[config.mk]
export PLATFORM = sky130hd
export DESIGN_NAME = secreg_ctrl
export DESIGN_NICKNAME = d
export VERILOG_FILES = /design/src/rtl/secreg_pkg.sv /design/src/rtl/secreg_sect.sv /design/src/rtl/secreg_regs.sv /design/src/rtl/secreg_sram.sv /design/src/rtl/secreg_ctrl.sv
export SDC_FILE = /design/constraint.sdc
export NUM_CORES = 2
export LEC_CHECK = 0
export BUFFER_PORTS_ARGS = -buffer_cell sky130_fd_sc_hd__buf_2
export CAP_MARGIN = 25
export CORE_ASPECT_RATIO = 0.9
export CORE_UTILIZATION = 56
export CTS_BUF_LIST = sky130_fd_sc_hd__clkbuf_16
export CTS_CLUSTER_SIZE = 8
export DETAILED_ROUTE_END_ITERATION = 16
export GPL_TIMING_DRIVEN = 1
export MAX_ROUTING_LAYER = met4
export PLACE_DENSITY = 0.69
export REMOVE_ABC_BUFFERS = 1
export SLEW_MARGIN = 20
export SYNTH_ARGS = -nofsm -noshare
export SYNTH_HDL_FRONTEND = slang
export SYNTH_SLANG_ARGS = --single-unit
[constraint.sdc]
create_clock -name clk -period 8.58 [get_ports clk]
set_input_delay 1.287 -clock clk [delete_from_list [all_inputs] [get_ports clk]]
set_output_delay 1.287 -clock clk [all_outputs]
set_load 0.03 [all_outputs]
[src/rtl/secreg_pkg.sv]
package secreg_pkg;

   typedef enum logic [2:0] {
      PH_IDLE,
      PH_DEV,
      PH_PTR,
      PH_WDAT,
      PH_RDAT
   } phase_e;

   localparam int NUM_SECT = 9;

   // last address of each section, ascending; the final one is the unmapped range
   localparam logic [7:0] SECT_LAST [NUM_SECT] =
      '{8'h06, 8'h0F, 8'h15, 8'h1A, 8'h1F, 8'h27, 8'h29, 8'h2F, 8'hFF};

   function automatic logic [7:0] sect_first(input int idx);
      if (idx == 0) return 8'h00;
      return SECT_LAST[idx-1] + 8'h01;
   endfunction

endpackage

[src/rtl/secreg_sect.sv]
module secreg_sect
   import secreg_pkg::*;
(
   input  logic [7:0] i_addr,
   output logic [7:0] o_next,
   output logic [3:0] o_idx
);

   logic [NUM_SECT-1:0] hit;

   generate
      for (genvar s = 0; s < NUM_SECT; s++) begin : g_sect
         if (s == 0) begin : g_low
            assign hit[s] = (i_addr <= SECT_LAST[s]);
         end else begin : g_mid
            assign hit[s] = (i_addr > SECT_LAST[s-1]) && (i_addr <= SECT_LAST[s]);
         end
      end
   endgenerate

   always_comb begin
      o_next = i_addr + 8'h01;
      o_idx  = '0;
      for (int s = 0; s < NUM_SECT; s++) begin
         if (hit[s]) begin
            o_idx = s[3:0];
            if (i_addr == SECT_LAST[s]) o_next = sect_first(s);
         end
      end
   end

endmodule

[src/rtl/secreg_regs.sv]
module secreg_regs #(
   parameter int MAP_TOP  = 47,
   parameter int CLK_REGS = 7,
   parameter int WP_ADDR  = 8,
   parameter int WP_BIT   = 6
) (
   input  logic                        clk,
   input  logic                        rst_n,
   input  logic                        i_we,
   input  logic [7:0]                  i_waddr,
   input  logic [7:0]                  i_wdata,
   input  logic                        i_cal_we,
   input  logic [$clog2(CLK_REGS)-1:0] i_cal_idx,
   input  logic [7:0]                  i_cal_data,
   input  logic                        i_snap,
   input  logic                        i_use_snap,
   input  logic [7:0]                  i_raddr,
   output logic [7:0]                  o_rdata,
   output logic                        o_wp,
   output logic [CLK_REGS*8-1:0]       o_clk_vec,
   output logic [CLK_REGS*8-1:0]       o_shadow_vec
);

   localparam int NBYTES = MAP_TOP + 1;

   logic [NBYTES*8-1:0]   flat;
   logic [CLK_REGS*8-1:0] shadow_q;
   logic                  host_ok;

   assign o_wp    = flat[WP_ADDR*8 + WP_BIT];
   assign host_ok = i_we && (int'(i_waddr) <= MAP_TOP) &&
                    ((int'(i_waddr) >= CLK_REGS) || o_wp);

   generate
      for (genvar g = 0; g < NBYTES; g++) begin : g_byte
         logic [7:0] q;
         if (g < CLK_REGS) begin : g_clk
            always_ff @(posedge clk) begin
               if (!rst_n)                                    q <= '0;
               else if (i_cal_we && int'(i_cal_idx) == g)     q <= i_cal_data;
               else if (host_ok && int'(i_waddr) == g)        q <= i_wdata;
            end
         end else begin : g_plain
            always_ff @(posedge clk) begin
               if (!rst_n)                                    q <= '0;
               else if (host_ok && int'(i_waddr) == g)        q <= i_wdata;
            end
         end
         assign flat[g*8 +: 8] = q;
      end
   endgenerate

   always_ff @(posedge clk) begin
      if (!rst_n)      shadow_q <= '0;
      else if (i_snap) shadow_q <= flat[CLK_REGS*8-1:0];
   end

   always_comb begin
      o_rdata = 8'h00;
      if (int'(i_raddr) <= MAP_TOP) begin
         if (i_use_snap && int'(i_raddr) < CLK_REGS)
            o_rdata = shadow_q[int'(i_raddr)*8 +: 8];
         else
            o_rdata = flat[int'(i_raddr)*8 +: 8];
      end
   end

   assign o_clk_vec    = flat[CLK_REGS*8-1:0];
   assign o_shadow_vec = shadow_q;

endmodule

[src/rtl/secreg_sram.sv]
module secreg_sram #(
   parameter int DEPTH = 128,
   parameter bit CLEAR = 1'b1
) (
   input  logic                     clk,
   input  logic                     rst_n,
   input  logic                     i_we,
   input  logic [$clog2(DEPTH)-1:0] i_addr,
   input  logic [7:0]               i_wdata,
   output logic [7:0]               o_rdata
);

   logic [7:0] mem [DEPTH];

   generate
      if (CLEAR) begin : g_clear
         always_ff @(posedge clk) begin
            if (!rst_n) begin
               for (int k = 0; k < DEPTH; k++) mem[k] <= '0;
            end else if (i_we) begin
               mem[i_addr] <= i_wdata;
            end
         end
      end else begin : g_keep
         always_ff @(posedge clk) begin
            if (i_we && rst_n) mem[i_addr] <= i_wdata;
         end
      end
   endgenerate

   assign o_rdata = mem[i_addr];

endmodule

[src/rtl/secreg_ctrl.sv]
module secreg_ctrl
   import secreg_pkg::*;
#(
   parameter logic [6:0] REG_DEV_ID = 7'h6F,
   parameter logic [6:0] MEM_DEV_ID = 7'h57,
   parameter int         MEM_DEPTH  = 128,
   parameter bit         MEM_CLEAR  = 1'b1,
   parameter int         CLK_REGS   = 7,
   parameter int         WP_ADDR    = 8,
   parameter int         WP_BIT     = 6,
   parameter int         MAP_TOP    = 47,
   parameter int         CLK_SECT   = 0,
   parameter int         ALM_SECT   = 2
) (
   input  logic                        clk,
   input  logic                        rst_n,
   input  logic                        i_start,
   input  logic                        i_stop,
   input  logic                        i_dev_vld,
   input  logic [7:0]                  i_dev_byte,
   output logic                        o_dev_ack,
   input  logic                        i_wr_vld,
   input  logic [7:0]                  i_wr_byte,
   input  logic                        i_rd_req,
   output logic [7:0]                  o_rd_byte,
   input  logic                        i_cal_we,
   input  logic [$clog2(CLK_REGS)-1:0] i_cal_idx,
   input  logic [7:0]                  i_cal_byte
);

   localparam int MAW = $clog2(MEM_DEPTH);

   generate
      if ((1 << MAW) != MEM_DEPTH || MAW > 8 || MAW < 1) begin : g_bad_depth
         $error("MEM_DEPTH must be a power of two from 2 to 256");
      end
      if (MAP_TOP != int'(SECT_LAST[NUM_SECT-2])) begin : g_bad_top
         $error("MAP_TOP must match the last mapped section");
      end
      if (CLK_REGS != int'(SECT_LAST[CLK_SECT]) + 1 || WP_ADDR <= CLK_REGS - 1 || WP_BIT > 7) begin : g_bad_clk
         $error("clock section or protect bit placement is inconsistent");
      end
   endgenerate

   phase_e          ph;
   logic            tgt_mem;
   logic            snap_on;
   logic [7:0]      reg_ptr;
   logic [MAW-1:0]  mem_ptr;
   logic [7:0]      reg_next;
   logic [3:0]      reg_sect;
   logic [7:0]      reg_rdata;
   logic [7:0]      mem_rdata;
   logic            wp_bit;
   logic [CLK_REGS*8-1:0] clk_vec;
   logic [CLK_REGS*8-1:0] shadow_vec;

   logic hit_reg, hit_mem, dev_acc, wr_acc, rd_fire, snap_pulse;
   logic reg_we, mem_we;

   assign hit_reg  = (i_dev_byte[7:1] == REG_DEV_ID);
   assign hit_mem  = (i_dev_byte[7:1] == MEM_DEV_ID);
   assign dev_acc  = (ph == PH_DEV) && i_dev_vld && !i_start && !i_stop;
   assign wr_acc   = i_wr_vld && !i_start && !i_stop && !i_dev_vld;
   assign rd_fire  = (ph == PH_RDAT) && i_rd_req && !i_start && !i_stop &&
                     !i_dev_vld && !i_wr_vld;

   assign o_dev_ack  = dev_acc && (hit_reg || hit_mem);
   assign snap_pulse = dev_acc && hit_reg && i_dev_byte[0] &&
                       ((int'(reg_sect) == CLK_SECT) || (int'(reg_sect) == ALM_SECT));
   assign reg_we     = wr_acc && (ph == PH_WDAT) && !tgt_mem;
   assign mem_we     = wr_acc && (ph == PH_WDAT) && tgt_mem;

   secreg_sect u_sect (
      .i_addr (reg_ptr),
      .o_next (reg_next),
      .o_idx  (reg_sect)
   );

   secreg_regs #(
      .MAP_TOP  (MAP_TOP),
      .CLK_REGS (CLK_REGS),
      .WP_ADDR  (WP_ADDR),
      .WP_BIT   (WP_BIT)
   ) u_regs (
      .clk          (clk),
      .rst_n        (rst_n),
      .i_we         (reg_we),
      .i_waddr      (reg_ptr),
      .i_wdata      (i_wr_byte),
      .i_cal_we     (i_cal_we),
      .i_cal_idx    (i_cal_idx),
      .i_cal_data   (i_cal_byte),
      .i_snap       (snap_pulse),
      .i_use_snap   (snap_on),
      .i_raddr      (reg_ptr),
      .o_rdata      (reg_rdata),
      .o_wp         (wp_bit),
      .o_clk_vec    (clk_vec),
      .o_shadow_vec (shadow_vec)
   );

   secreg_sram #(
      .DEPTH (MEM_DEPTH),
      .CLEAR (MEM_CLEAR)
   ) u_sram (
      .clk     (clk),
      .rst_n   (rst_n),
      .i_we    (mem_we),
      .i_addr  (mem_ptr),
      .i_wdata (i_wr_byte),
      .o_rdata (mem_rdata)
   );

   always_ff @(posedge clk) begin
      if (!rst_n) begin
         ph        <= PH_IDLE;
         tgt_mem   <= 1'b0;
         snap_on   <= 1'b0;
         reg_ptr   <= '0;
         mem_ptr   <= '0;
         o_rd_byte <= '0;
      end else if (i_start) begin
         ph      <= PH_DEV;
         snap_on <= 1'b0;
      end else if (i_stop) begin
         ph      <= PH_IDLE;
         snap_on <= 1'b0;
      end else begin
         case (ph)
            PH_DEV: if (i_dev_vld) begin
               if (hit_reg || hit_mem) begin
                  tgt_mem <= hit_mem;
                  ph      <= i_dev_byte[0] ? PH_RDAT : PH_PTR;
                  if (snap_pulse) snap_on <= 1'b1;
               end else begin
                  ph <= PH_IDLE;
               end
            end
            PH_PTR: if (wr_acc) begin
               if (tgt_mem) mem_ptr <= i_wr_byte[MAW-1:0];
               else         reg_ptr <= i_wr_byte;
               ph <= PH_WDAT;
            end
            PH_WDAT: if (wr_acc) begin
               if (tgt_mem) mem_ptr <= mem_ptr + 1'b1;
               else         reg_ptr <= reg_next;
            end
            PH_RDAT: if (rd_fire) begin
               o_rd_byte <= tgt_mem ? mem_rdata : reg_rdata;
               if (tgt_mem) mem_ptr <= mem_ptr + 1'b1;
               else         reg_ptr <= reg_next;
            end
            default: ;
         endcase
      end
   end

endmodule

==> flow_metrics.py <==
metrics = {
    "placed_design": {
        "place_congestion": 0.968,
        "hpwlAfterDp_um": 118000,
        "placed_area_sq_um": 72000,
        "portBuffers": 43,
        "dpl.cell_count": 7208,
    },
    "routing": {
        "remaining_drc_errors": 0,
        "firstDrtPassIters": 6,
        "detail_route.wl_per_cell_um": 27.7,
        "drtAntennaViolNets": 0,
        "viasPerCell": 6.72,
        "num_vias": 50300,
        "wirelength_um": 207000,
        "drt-initial-drc-count": 7196,
    },
    "clock_network": {
        "cts_resized": 0,
        "clkSinkCount": 1499,
        "cts.hold.buffers_added": 0,
        "cts-root-buf": "clkbuf_16",
        "cts_tree": "done",
        "clkTransAtPathRegs_ns": 0.06,
        "htree_levels": 4,
        "max-clock-path-buffers": 3,
        "cts_setup_buffers": 0,
        "clk_latency_ns": 0.83,
        "cts_inserted_buffers": 205,
    },
    "synthesis": {
        "netlist.area_leader.share_pct": 43.2,
        "ys_warn_count": 0,
        "yosysTopAreaCell": "edfxtp_1",
        "synth_cell_types": 76,
        "synth-seq-cells": 1499,
        "synthCells": 6084,
        "yosysSeqAreaShare_pct": 56.5,
        "ys.flop_type": "edfxtp_1",
        "ys_async_sr_fraction_pct": 0,
        "syn_area_sq_um": 71200,
        "synth_edf_count": 1024,
        "synthTopCellsByArea": "edfxtp_1, dfxtp_1, mux4_2",
        "avgSynthCellArea_sq_um": 11.7,
    },
    "job": {
        "cap_violations": 0,
    },
    "die": {
        "chipHeight_um": 340,
        "initial_core_util_pct": 56.7,
        "core-area_sq_um": 126000,
        "io_pins": 44,
        "fp-row-count": 123,
        "fp.dieW_um": 378,
        "dieArea_sq_um": 129000,
    },
    "sta": {
        "final.setup_skew_ns": 0.0354,
        "whs_ns": 0.459,
        "min_period_ns": 4.90,
        "slew_headroom_pct": 20.7,
        "fmax_mhz": 204,
        "maxSlewViolCount": 0,
        "rsz0062_at_grt": "false",
        "setup_viol": 0,
        "hold_viol_final": 0,
        "worst_pin_slew_ns": 1.19,
        "timing.final.crit_share_pct": 57.1,
    },
    "grt": {
        "grt_usage_pct": 32.9,
        "grt_max_degree": 200,
        "grt_pass1_wl_um": 311000,
        "antenna_found_initial": 10,
        "first_global_vias": 47700,
        "overflow": 0,
    },
    "cells_and_area": {
        "final_area_sq_um": 77700,
        "mostFrequentLayoutCells": "and3_1, edfxtp_1, nand2_1",
        "fin_cells": 7488,
        "drive_gt1_share_pct": 13.8,
        "nNetsFinal": 5775,
        "utilization_pct": 61.9,
        "layout_commonest_cell": "and3_1",
        "syn2layout_area_growth_pct": 9.09,
    },
    "worst_setup_path": {
        "critical_path_class": "flip-flop to flip-flop",
        "critPathLaunchType": "flip-flop",
        "crit_path_end_kind": "flip-flop",
        "ff2ff_path_depth": 9,
        "cp-startpoint": "reg_ptr[7]$_SDFFE_PN0P_",
        "crit_arrival_ns": 5.63,
        "cp_common_cell": "buf_4",
        "worst_ep_required_time_ns": 9.31,
        "critPathMaxFanout": 108,
        "critPathMaxStageDelay_ns": 0.82,
        "worstPathCellList": "buf_4 > a211oi_1 > nand2b_1 > nor3_1 > nand2_4 > buf_4 > nor2_1 > nand2_1 > a21boi_0",
        "slowest_stage": "nor3_1",
        "r2r-start": "reg_ptr[7]$_SDFFE_PN0P_",
    },
    "power_and_ir_drop": {
        "pwr_density_cell_nw_per_um2": 203,
        "p_leak_uw": 0.0302,
        "peakVddDrop_uv": 165,
    },
    "hold_path": {
        "min_path_type": "flip-flop to flip-flop",
        "hold_depth": 2,
        "hold_start": "u_regs.o_shadow_vec[24]$_SDFFE_PN0P_",
    },
    "outcome": {
        "status": "finished, final reports clean",
    },
}
## worst paths after layout
path	endpoint	slack, ns
setup reg to reg	u_regs.g_byte[35].q[0]$_SDFFE_PN0P_	3.68
hold / removal	u_regs.o_shadow_vec[24]$_SDFFE_PN0P_	0.46
hold reg to reg	u_regs.o_shadow_vec[24]$_SDFFE_PN0P_	0.46
setup / recovery	u_regs.g_byte[35].q[0]$_SDFFE_PN0P_	3.68
## synthesized netlist by cell type, types with 58 or more instances
library cell,number
a21boi_0,389
a21oi_1,78
a22oi_1,72
and3_1,1029
clkbuf_1,631
dfxtp_1,475
edfxtp_1,1024
mux2i_1,130
mux4_2,326
nand2_1,867
nor2_1,128
o211a_1,58
o21ai_0,381
## cells by family after synthesis
group	share of synthesized area, %
mux	12.6
buf+inv	3.92
fa+ha+maj	0.105
compound gates	11.0
xor+xnor	0.0369
simple gates	15.8
flops	56.5
## critical path, delay by kind of cell, from the launching register on
family | cells | cell delay, ns
buffers and inverters | 2 | 0.79
and+or+nand+nor | 5 | 2.49
DFF | 1 | 0.39
AOI/OAI and AO/OA | 2 | 1.00
## per-layer routing
metal	vias up	wire length (um)	part of all wire [%]	global-route usage [%]
li1	22000	-	-	-
met1	25100	86300	42	47.2
met2	2764	92600	45	47.0
met3	415	22300	11	7.11
met4	0	5850	2.8	9.84
met5	-	0	0	-
## cell type report
class / count / area (sq um)
Antenna cell: 5 / 12.5
Inverter: 13 / 48.8
Tap cell: 1687 / 2110
Sequential cell: 1499 / 40300
Clock inverter: 59 / 347
Timing Repair Buffer: 159 / 1230
Multi-Input combinational cell: 3856 / 28400
Fill cell: 9587 / 47900
Clock buffer: 210 / 5260
## state kept, by name, indices dropped and copies added, names as in the netlist, named ones only
| register | cells |
|---|---|
| ph | 3 |
| mem_ptr | 7 |
| tgt_mem | 1 |
| o_rd_byte | 8 |
| u_sram.mem | 1024 |
| snap_on | 1 |
| reg_ptr | 8 |
| u_regs.o_shadow_vec | 56 |
| u_regs.g_byte.q | 384 |
## metrics by stage
| step | power (uW) | setup slack [ns] | TNS (ns) |
|---|---|---|---|
| floorplan | 8310 | -3.24 | -24.59 |
| global placement | 8620 | 3.87 | 0 |
| detailed placement | 8630 | 3.80 | 0 |
| CTS | 15800 | 3.86 | 0 |
| global route | 16200 | 3.46 | 0 |
| finish | 15800 | 3.68 | 0 |
## where the power goes
group / switching (uW) / internal (uW) / leakage (uW)
logic: 375 / 146 / 0.0132
registers: 69.5 / 7920 / 0.0141
clock network: 2990 / 4290 / 0.00292
Note: power is estimated with default switching activity, not from simulation.
